$ cat config.mk
export PLATFORM = sky130hd
export DESIGN_NAME = pix_serializer7
export DESIGN_NICKNAME = d
export VERILOG_FILES = /design/src/rtl/pser_pkg.sv /design/src/rtl/pser_slot_timer.sv /design/src/rtl/pser_lane_shift.sv /design/src/rtl/pix_serializer7.sv
export SDC_FILE = /design/constraint.sdc
export NUM_CORES = 1
export LEC_CHECK = 0
export CORE_MARGIN = 2
export CORE_UTILIZATION = 52
export CTS_CLUSTER_SIZE = 40
export DETAILED_ROUTE_END_ITERATION = 7
export PLACE_DENSITY = 0.73
export SLEW_MARGIN = 20
export SYNTH_ARGS = -nofsm -noshare
export SYNTH_HDL_FRONTEND = slang
export SYNTH_SLANG_ARGS = --single-unit
$ cat constraint.sdc
create_clock -name clk_bit -period 6.67 [get_ports clk_bit]
set_input_delay 1.0005 -clock clk_bit [delete_from_list [all_inputs] [get_ports clk_bit]]
set_output_delay 1.0005 -clock clk_bit [all_outputs]
set_load 0.05 [all_outputs]
$ cat src/rtl/pser_pkg.sv
`timescale 1ns/1ps
package pser_pkg;
  localparam int SLOTS  = 7;
  localparam int LANES  = 4;
  localparam int WORD_W = 27;
  localparam int SLOT_W = $clog2(SLOTS);
  localparam int NONE   = 31;
  // bit SLOTS-1 is sent first (slot 0)
  localparam logic [SLOTS-1:0] CLK_PATTERN = 7'b1100011;

  // packed word position feeding a lane slot; TX23 is absent, so TX n>23 sits at n-1
  function automatic int src_pos(int lane, int slot);
    int r;
    r = NONE;
    case (lane)
      0: case (slot) 0: r = 7;  1: r = 6;  2: r = 4;  3: r = 3;  4: r = 2;  5: r = 1;  default: r = 0;  endcase
      1: case (slot) 0: r = 18; 1: r = 15; 2: r = 14; 3: r = 13; 4: r = 12; 5: r = 9;  default: r = 8;  endcase
      2: case (slot) 0: r = 25; 1: r = 24; 2: r = 23; 3: r = 22; 4: r = 21; 5: r = 20; default: r = 19; endcase
      default: case (slot) 0: r = NONE; 1: r = 17; 2: r = 16; 3: r = 11; 4: r = 10; 5: r = 5; default: r = 26; endcase
    endcase
    return r;
  endfunction
endpackage

$ cat src/rtl/pser_slot_timer.sv
`timescale 1ns/1ps
module pser_slot_timer #(
  parameter int SLOTS  = 7,
  parameter int SLOT_W = $clog2(SLOTS)
) (
  input  logic              clk,
  input  logic              rst_n,
  input  logic              pd_n,
  input  logic              rise_sel,
  input  logic              pix_clk,
  output logic [SLOT_W-1:0] slot,
  output logic              cap_stb,
  output logic              load_stb
);
  localparam logic [SLOT_W-1:0] LAST_SLOT = SLOT_W'(SLOTS - 1);
  localparam logic [SLOT_W-1:0] FALL_SLOT = SLOT_W'((SLOTS + 1) / 2);

  logic              pix_q;
  logic              locked_q, locked_d;
  logic [SLOT_W-1:0] slot_q, slot_d;
  logic              rise, fall;

  assign rise = pix_clk & ~pix_q;
  assign fall = ~pix_clk & pix_q;

  always_comb begin
    slot_d   = slot_q;
    locked_d = locked_q;
    if (!pd_n) begin
      slot_d   = '0;
      locked_d = 1'b0;
    end else if (rise) begin
      slot_d   = SLOT_W'(1);
      locked_d = 1'b1;
    end else if (locked_q) begin
      slot_d = (slot_q == LAST_SLOT) ? '0 : slot_q + SLOT_W'(1);
    end
  end

  always_ff @(posedge clk or negedge rst_n) begin
    if (!rst_n) begin
      pix_q    <= 1'b0;
      locked_q <= 1'b0;
      slot_q   <= '0;
    end else begin
      pix_q    <= pix_clk;
      locked_q <= locked_d;
      slot_q   <= slot_d;
    end
  end

  assign slot     = slot_q;
  assign cap_stb  = pd_n & (rise_sel ? rise : (fall & locked_q));
  assign load_stb = pd_n & locked_q & (slot_q == LAST_SLOT);

  // once locked, every rising pixel edge meets slot 0
  a_r7_frame_aligned: assert property (@(posedge clk) disable iff (!rst_n)
    (pd_n && locked_q && pix_clk && !pix_q) |-> (slot_q == '0));
  // rising-edge capture lands in slot 0
  a_r5_rise_capture_slot: assert property (@(posedge clk) disable iff (!rst_n)
    (cap_stb && rise_sel) |-> (slot_q == '0));
  // falling-edge capture lands in the middle slot
  a_r6_fall_capture_slot: assert property (@(posedge clk) disable iff (!rst_n)
    (cap_stb && !rise_sel) |-> (slot_q == FALL_SLOT));
endmodule

$ cat src/rtl/pser_lane_shift.sv
`timescale 1ns/1ps
module pser_lane_shift #(
  parameter int SLOTS = 7
) (
  input  logic             clk,
  input  logic             rst_n,
  input  logic             clr,
  input  logic             load,
  input  logic [SLOTS-1:0] din,
  output logic             sout
);
  logic [SLOTS-1:0] sh_q, sh_d;

  always_comb begin
    if (clr)       sh_d = '0;
    else if (load) sh_d = din;
    else           sh_d = {sh_q[SLOTS-2:0], 1'b0};
  end

  always_ff @(posedge clk or negedge rst_n) begin
    if (!rst_n) sh_q <= '0;
    else        sh_q <= sh_d;
  end

  assign sout = sh_q[SLOTS-1];
endmodule

$ cat src/rtl/pix_serializer7.sv
`timescale 1ns/1ps
module pix_serializer7
  import pser_pkg::*;
(
  input  logic              clk_bit,
  input  logic              rst_n,
  input  logic              pd_n,
  input  logic              rise_sel,
  input  logic              pix_clk,
  input  logic [WORD_W-1:0] pix_word,
  output logic [LANES-1:0]  lane_data,
  output logic              lane_clk
);
  logic [1:0]        rst_sync;
  logic              rst_i;
  logic [SLOT_W-1:0] slot;
  logic              cap_stb, load_stb;
  logic [WORD_W-1:0] hold_q, hold_d;
  logic              armed_q, armed_d;

  // asynchronous assert, synchronous release
  always_ff @(posedge clk_bit or negedge rst_n) begin
    if (!rst_n) rst_sync <= 2'b00;
    else        rst_sync <= {rst_sync[0], 1'b1};
  end
  assign rst_i = rst_sync[1];

  pser_slot_timer #(.SLOTS(SLOTS), .SLOT_W(SLOT_W)) u_timer (
    .clk      (clk_bit),
    .rst_n    (rst_i),
    .pd_n     (pd_n),
    .rise_sel (rise_sel),
    .pix_clk  (pix_clk),
    .slot     (slot),
    .cap_stb  (cap_stb),
    .load_stb (load_stb)
  );

  // holding stage: the next word waits here while the current one shifts
  always_comb begin
    hold_d  = hold_q;
    armed_d = armed_q;
    if (!pd_n) begin
      armed_d = 1'b0;
    end else if (cap_stb) begin
      hold_d  = pix_word;
      armed_d = 1'b1;
    end
  end

  always_ff @(posedge clk_bit or negedge rst_i) begin
    if (!rst_i) begin
      hold_q  <= '0;
      armed_q <= 1'b0;
    end else begin
      hold_q  <= hold_d;
      armed_q <= armed_d;
    end
  end

  for (genvar l = 0; l < LANES; l++) begin : g_lane
    logic [SLOTS-1:0] din;
    for (genvar s = 0; s < SLOTS; s++) begin : g_slot
      localparam int POS = src_pos(l, s);
      if (POS == NONE) begin : g_spare
        assign din[SLOTS-1-s] = 1'b0;
      end else begin : g_bit
        assign din[SLOTS-1-s] = hold_q[POS] & armed_q;
      end
    end
    pser_lane_shift #(.SLOTS(SLOTS)) u_shift (
      .clk   (clk_bit),
      .rst_n (rst_i),
      .clr   (~pd_n),
      .load  (load_stb),
      .din   (din),
      .sout  (lane_data[l])
    );
  end

  pser_lane_shift #(.SLOTS(SLOTS)) u_clk_shift (
    .clk   (clk_bit),
    .rst_n (rst_i),
    .clr   (~pd_n),
    .load  (load_stb),
    .din   (CLK_PATTERN & {SLOTS{armed_q}}),
    .sout  (lane_clk)
  );

  // power-down silences every lane on the following cycle
  a_r8_pd_silent: assert property (@(posedge clk_bit) disable iff (!rst_i)
    !pd_n |=> (lane_data == '0 && !lane_clk));
  // a load without an armed word keeps the link quiet
  a_r9_quiet_until_word: assert property (@(posedge clk_bit) disable iff (!rst_i)
    (load_stb && !armed_q) |=> (lane_data == '0 && !lane_clk));
  // clock lane starts each carried frame high
  a_r4_clk_frame_start: assert property (@(posedge clk_bit) disable iff (!rst_i)
    (load_stb && armed_q) |=> lane_clk);
  // lane 3 spare slot is always zero
  a_r2_spare_slot: assert property (@(posedge clk_bit) disable iff (!rst_i)
    load_stb |=> !lane_data[LANES-1]);
endmodule

After elaboration in Yosys (flattened, before gate mapping)

Cells that the tools add are included.

Register bits after elaboration: 70
Bits of input ports: 32
Word-level logic and storage cells: 71

Add/sub/neg operators: 1
Equal/unequal tests: 4
Multiplexer cells: 19
Bitwise logic cells: 35
Reduce and logical (&&, ||, !) cells: 1

Operators by type and width:

| operator                                                                | number |
|---|---|
| 7-bit 2-to-1 mux                                                        | 10 |
| 1-bit bitwise AND                                                       | 33 |
| 3-bit 2-to-1 mux                                                        | 4 |
| 1-bit 2-to-1 mux                                                        | 5 |
| 2-bit by 1-bit inequality test with 1-bit output, second input constant | 2 |
| 3-bit by 1-bit adder with 3-bit output, second input constant           | 1 |
| 3-bit == test, second input constant                                    | 1 |
| 3-bit by 1-bit inequality test with 1-bit output, second input constant | 1 |
| 1-bit inverter                                                          | 2 |
| 2-bit AND reduction                                                     | 1 |

Depth between registers and ports, before layout

Depth after elaboration: 7
Gate-level depth with buffers: 6
Gate-level depth less buffers: 3

Hierarchy

Synthesis repeated with hierarchy kept, for this count alone.

Cell total of the unflattened synthesis: 225
Area, all modules: 3029.2 µm²

Modules (own cells, without submodules):

| module          | instances | cells each | area each (µm²) | sequential area each (µm²) |
|---|---|---|---|---|
| pser_lane_shift | 5         | 21         | 279.0           | 175.2 |
| pix_serializer7 | 1         | 94         | 1376.3          | 750.7 |
| pser_slot_timer | 1         | 26         | 257.7           | 125.1 |

Least setup slack after synthesis

No wires, ideal clock.

Path type: input port to flip-flop
Start point: in rise_sel
End point: reg hold_q[10]
Arrival time: 1.997 ns
Required time: 6.545 ns
Setup slack: 4.548 ns
Stages on the path: 4
Buffers on the path: 1
Path through: and4bb_4 -> o21ai_4 -> buf_8 -> mux2_2

Cells in the longest elaborated chain, start to end: 3

Ends and longest elaborated chain:

| item                                 | RTL line              | text |
|---|---|---|
| start, declared                      | pix_serializer7.sv:8  | `input logic rise_sel,` |
| 1-bit 2-to-1 mux                     | pser_slot_timer.sv:53 | `assign cap_stb = pd_n & (rise_sel ? rise : (fall & locked_q));` |
| 1-bit bitwise AND                    | pser_slot_timer.sv:53 |  |
| 2-bit AND reduction (no source line) | n/a                   |  |
| end signal, assigned                 | pix_serializer7.sv:56 | `hold_q <= hold_d;` |
| end, declared                        | pix_serializer7.sv:18 | `logic [WORD_W-1:0] hold_q, hold_d;` |

No other way between the ends.
A chain may end at the register's enable or synchronous reset.

Worst setup path after layout

Start point: in pix_clk
End point: reg hold_q[24]

Cells in the longest elaborated chain, start to end: 6
Elaborated cells on any way between the ends: 7
Those cells by class: mux (1); bitwise (5); reduce/logical (1)

Ends and longest elaborated chain:

| item                                     | RTL line              | text |
|---|---|---|
| start, declared                          | pix_serializer7.sv:9  | `input logic pix_clk,` |
| 1-bit inverter                           | pser_slot_timer.sv:24 | `assign fall = ~pix_clk & pix_q;` |
| 1-bit bitwise AND                        | pser_slot_timer.sv:24 |  |
| 1-bit bitwise AND                        | pser_slot_timer.sv:53 |  |
| 1-bit 2-to-1 mux (*)                     | pser_slot_timer.sv:53 |  |
| 1-bit bitwise AND (*)                    | pser_slot_timer.sv:53 |  |
| 2-bit AND reduction (no source line) (*) | n/a                   |  |

Every way passes the cells marked *; elsewhere a longest branch is shown, timed or not.

==> metrics.txt <==
# TYPE chip_impl_metric gauge
chip_impl_info{name="status",value="completed"} 1
chip_impl_metric{name="fill_cells",unit=""} 368
chip_impl_metric{name="drive_above_1_share",unit="%"} 21.2
chip_impl_info{name="endpoint_kind",value="flip-flop"} 1
chip_impl_metric{name="wl_per_cell",unit="um"} 14.5
chip_impl_info{name="worstPathCellList",value="clkdlybuf4s50_1 -> and4bb_4 -> o21ai_4 -> mux2_2"} 1
chip_impl_metric{name="fmax",unit="MHz"} 373
chip_impl_metric{name="grt.total_usage",unit="%"} 16.5
chip_impl_metric{name="mappedNetlistArea",unit="um^2"} 2600
chip_impl_metric{name="detailedRoute.firstPassIterationCount",unit=""} 4
chip_impl_metric{name="path_clk_slew",unit="ps"} 70
chip_impl_metric{name="io-pin-count",unit=""} 37
chip_impl_metric{name="grt_antenna_before_repair",unit=""} 0
chip_impl_metric{name="floorplan.die.width",unit="um"} 74.8
chip_impl_info{name="critical_path.startpoint_type",value="primary input"} 1
chip_impl_metric{name="cts_hold_buffers",unit=""} 0
chip_impl_metric{name="instances_no_fill",unit=""} 275
chip_impl_metric{name="hold_violation_count_in_the_final_report",unit=""} 0
chip_impl_metric{name="synth_enable_flop_cells",unit=""} 0
chip_impl_metric{name="total_of_buffers_placed_on_input_and_output_ports",unit=""} 36
chip_impl_metric{name="area_growth_syn_to_layout",unit="%"} 20.2
chip_impl_metric{name="post-layout-total-power",unit="uW"} 858
chip_impl_metric{name="postRouteWirelength",unit="um"} 3990
chip_impl_metric{name="timing.critical_path.buf_inv",unit=""} 1
chip_impl_metric{name="maximum_number_of_pins_on_one_net_before_global_route_repair",unit=""} 69
chip_impl_metric{name="floorplan.die_area",unit="um^2"} 5590
chip_impl_metric{name="floorplan.core_area",unit="um^2"} 4790
chip_impl_metric{name="finClkSkew",unit="ps"} 5.57
chip_impl_info{name="most-common-layout-cells",value="sky130_fd_sc_hd__dfrtp_1 (69), sky130_fd_sc_hd__clkdlybuf4s50_1 (36), sky130_fd_sc_hd__mux2_2 (27)"} 1
chip_impl_metric{name="detailed_placer_s_ending_hpwl",unit="um"} 2450
chip_impl_metric{name="grt_first_pass_wirelength",unit="um"} 6710
chip_impl_metric{name="yosysWarningCount",unit=""} 0
chip_impl_metric{name="floorplan.rows",unit=""} 25
chip_impl_metric{name="powerDensity",unit="nW/um^2"} 274
chip_impl_metric{name="initial_utilization",unit="%"} 54.4
chip_impl_metric{name="synthArstFlopShare",unit="%"} 100
chip_impl_metric{name="setup_viol",unit=""} 0
chip_impl_metric{name="drt_drc_violations_left",unit=""} 0
chip_impl_metric{name="ys_seq_elements",unit=""} 70
chip_impl_metric{name="htree_levels",unit=""} 3
chip_impl_info{name="cts_tree",value="built"} 1
chip_impl_info{name="crit_path_start",value="pix_clk"} 1
chip_impl_metric{name="post-place-cells",unit=""} 260
chip_impl_info{name="worstSetupPathType",value="in2reg"} 1
chip_impl_info{name="yosys_most_used_dff",value="sky130_fd_sc_hd__dfrtp_1"} 1
chip_impl_metric{name="syn-instance-count",unit=""} 169
chip_impl_metric{name="worst_slew_pin_slew",unit="ps"} 1050
chip_impl_metric{name="drt.antenna.violating_nets",unit=""} 0
chip_impl_metric{name="drt_iter0_markers",unit=""} 90
chip_impl_metric{name="worst-endpoint-required",unit="ps"} 6880
chip_impl_metric{name="setup_total_negative_slack",unit="ps"} 0
chip_impl_metric{name="finalWeightedCongestion",unit=""} 0.697
chip_impl_metric{name="drv_slew",unit=""} 0
chip_impl_metric{name="chip_height",unit="um"} 74.8
chip_impl_metric{name="finalCriticalPeriod",unit="ps"} 2680
chip_impl_metric{name="fin_crit_sh",unit="%"} 40.2
chip_impl_metric{name="tritoncts_num_sinks",unit=""} 70
chip_impl_metric{name="numCtsBuffers",unit=""} 9
chip_impl_metric{name="number_of_nets_in_the_final_layout",unit=""} 236
chip_impl_metric{name="worst-endpoint-arrival",unit="ps"} 2890
chip_impl_metric{name="num_antenna_cells",unit=""} 0
chip_impl_info{name="timing.rr.start",value="u_timer.locked_q$_DFFE_PN0P_"} 1
chip_impl_info{name="layout.cells.most_common",value="sky130_fd_sc_hd__dfrtp_1"} 1
chip_impl_metric{name="drt-vias-per-instance",unit=""} 5.15
chip_impl_metric{name="maxCapViolations",unit=""} 0
chip_impl_metric{name="post-route-util",unit="%"} 65.4
chip_impl_metric{name="netlist-cell-type-count",unit=""} 28
chip_impl_metric{name="vias",unit=""} 1416
chip_impl_info{name="worstHoldStart",value="rst_sync[0]$_DFF_PN0_"} 1
chip_impl_metric{name="insertion_delay",unit="ps"} 320
chip_impl_info{name="min-delay-path-class",value="reg2reg"} 1
chip_impl_info{name="cts_root_buf",value="sky130_fd_sc_hd__clkbuf_8"} 1
chip_impl_metric{name="post_cts.resized_instances",unit=""} 0
chip_impl_metric{name="critical_path.max_fanout",unit=""} 27
chip_impl_metric{name="worst_slew_margin_rel",unit="%"} 29.8
chip_impl_metric{name="via_count_of_the_first_global_routing_pass",unit=""} 1514
chip_impl_metric{name="cts_setup_buffers",unit=""} 0
chip_impl_metric{name="clk_path_buf_depth",unit=""} 2
chip_impl_metric{name="grt_overflow_total",unit=""} 0
chip_impl_metric{name="crit_path_max_incr_delay",unit="ps"} 710
chip_impl_info{name="crit_slowest_cell",value="sky130_fd_sc_hd__o21ai_4"} 1
chip_impl_metric{name="mapped_nets",unit=""} 201
chip_impl_metric{name="peakVddDrop",unit="V"} 0.000154
chip_impl_metric{name="leakage",unit="uW"} 0.00145
chip_impl_metric{name="ys_seq_area_share",unit="%"} 67.2
chip_impl_info{name="grt_setup_unrepaired",value="false"} 1
chip_impl_info{name="family_of_cells_with_the_greatest_summed_delay_on_the_critical_path",value="compound AO/OA/AOI/OAI gates"} 1
chip_impl_metric{name="synth.avg_cell_area",unit="um^2"} 15.4
[area by class of cell]
class	instances	area, um^2	share of cell area (%)
flip-flops and latches	70	1750	56.0
clock inverters	1	5.00	0.160
inverters	1	3.75	0.120
multi-input cells	85	754	24.1
well taps	67	83.8	2.68
clock buffers	14	163	5.20
repair buffers	37	368	11.8
[flip-flops by register name, indices dropped and copies added, names as in the netlist]
signal,flops
u_clk_shift.sh_q,7
u_timer.locked_q,1
u_timer.pix_q,1
u_timer.slot,3
armed_q,1
rst_sync,2
hold_q,27
g_lane.u_shift.sh_q,28
[power breakdown]
part           switching [uW]  internal (uW)
sequential               22.7            467
clock                     137            153
combinational            26.9           50.2
total                     187            671
[worst register-to-register path, cell delays in order (launching register included)]
cell and delay, ps:
sky130_fd_sc_hd__dfrtp_1 470, sky130_fd_sc_hd__and4b_1 340, sky130_fd_sc_hd__and3_1 890, sky130_fd_sc_hd__a22o_1 280
[metrics by stage]
step	instance area [um^2]	hold WS [ps]	setup WS, ps
2_1_floorplan	2610	331	4550
3_3_place_gp	2960	343	3710
3_5_place_dp	2960	348	3630
4_1_cts	3130	363	3990
5_1_grt	3130	372	3890
6_report	3130	360	3990
[kinds of logic after synthesis]
kind of cell           after synthesis  share of synthesized area [%]
buffers and inverters               14                           4.08
AO/OA/AOI/OAI                       34                           10.9
other                                1                          0.144
AND/OR/NAND/NOR                     22                           5.62
flip-flops                          70                           67.2
multiplexers                        28                           12.1
[per-layer routing]
metal  up-vias  GRT usage [%]  share of wire, %
met1       709           20.5                45
met2        34           26.8                50
met3         7           4.02               3.6
met5         -              0                 0
li1        666              -                 -
met4         0           9.13               1.8
[synthesized netlist by cell type, drive strengths merged (2+ instances only)]
cell    count  area share [%]
dfrtp      70              67
nand2       4            0.58
a21boi      3            0.86
a21oi       3            0.58
nand2b      2            0.48
and2        8             1.9
buf        12             3.8
a21o        3            0.86
mux2       27              12
o21ai       2            0.82
a22o       22             7.4
[final timing paths]
kind / end / slack [ps] / cells after the start
max: hold_q[24]$_DFFE_PN0P_ / 3990 / 4
min: rst_sync[1]$_DFF_PN0_ / 360 / 0
max reg2reg: g_lane[3].u_shift.sh_q[3]$_DFF_PN0_ / 4620 / 3
min reg2reg: rst_sync[1]$_DFF_PN0_ / 360 / 0
max in group asynchronous: rst_sync[1]$_DFF_PN0_ / 5700 / 1
min in group asynchronous: hold_q[2]$_DFFE_PN0P_ / 440 / 1
(Power assumes the default switching activity.)
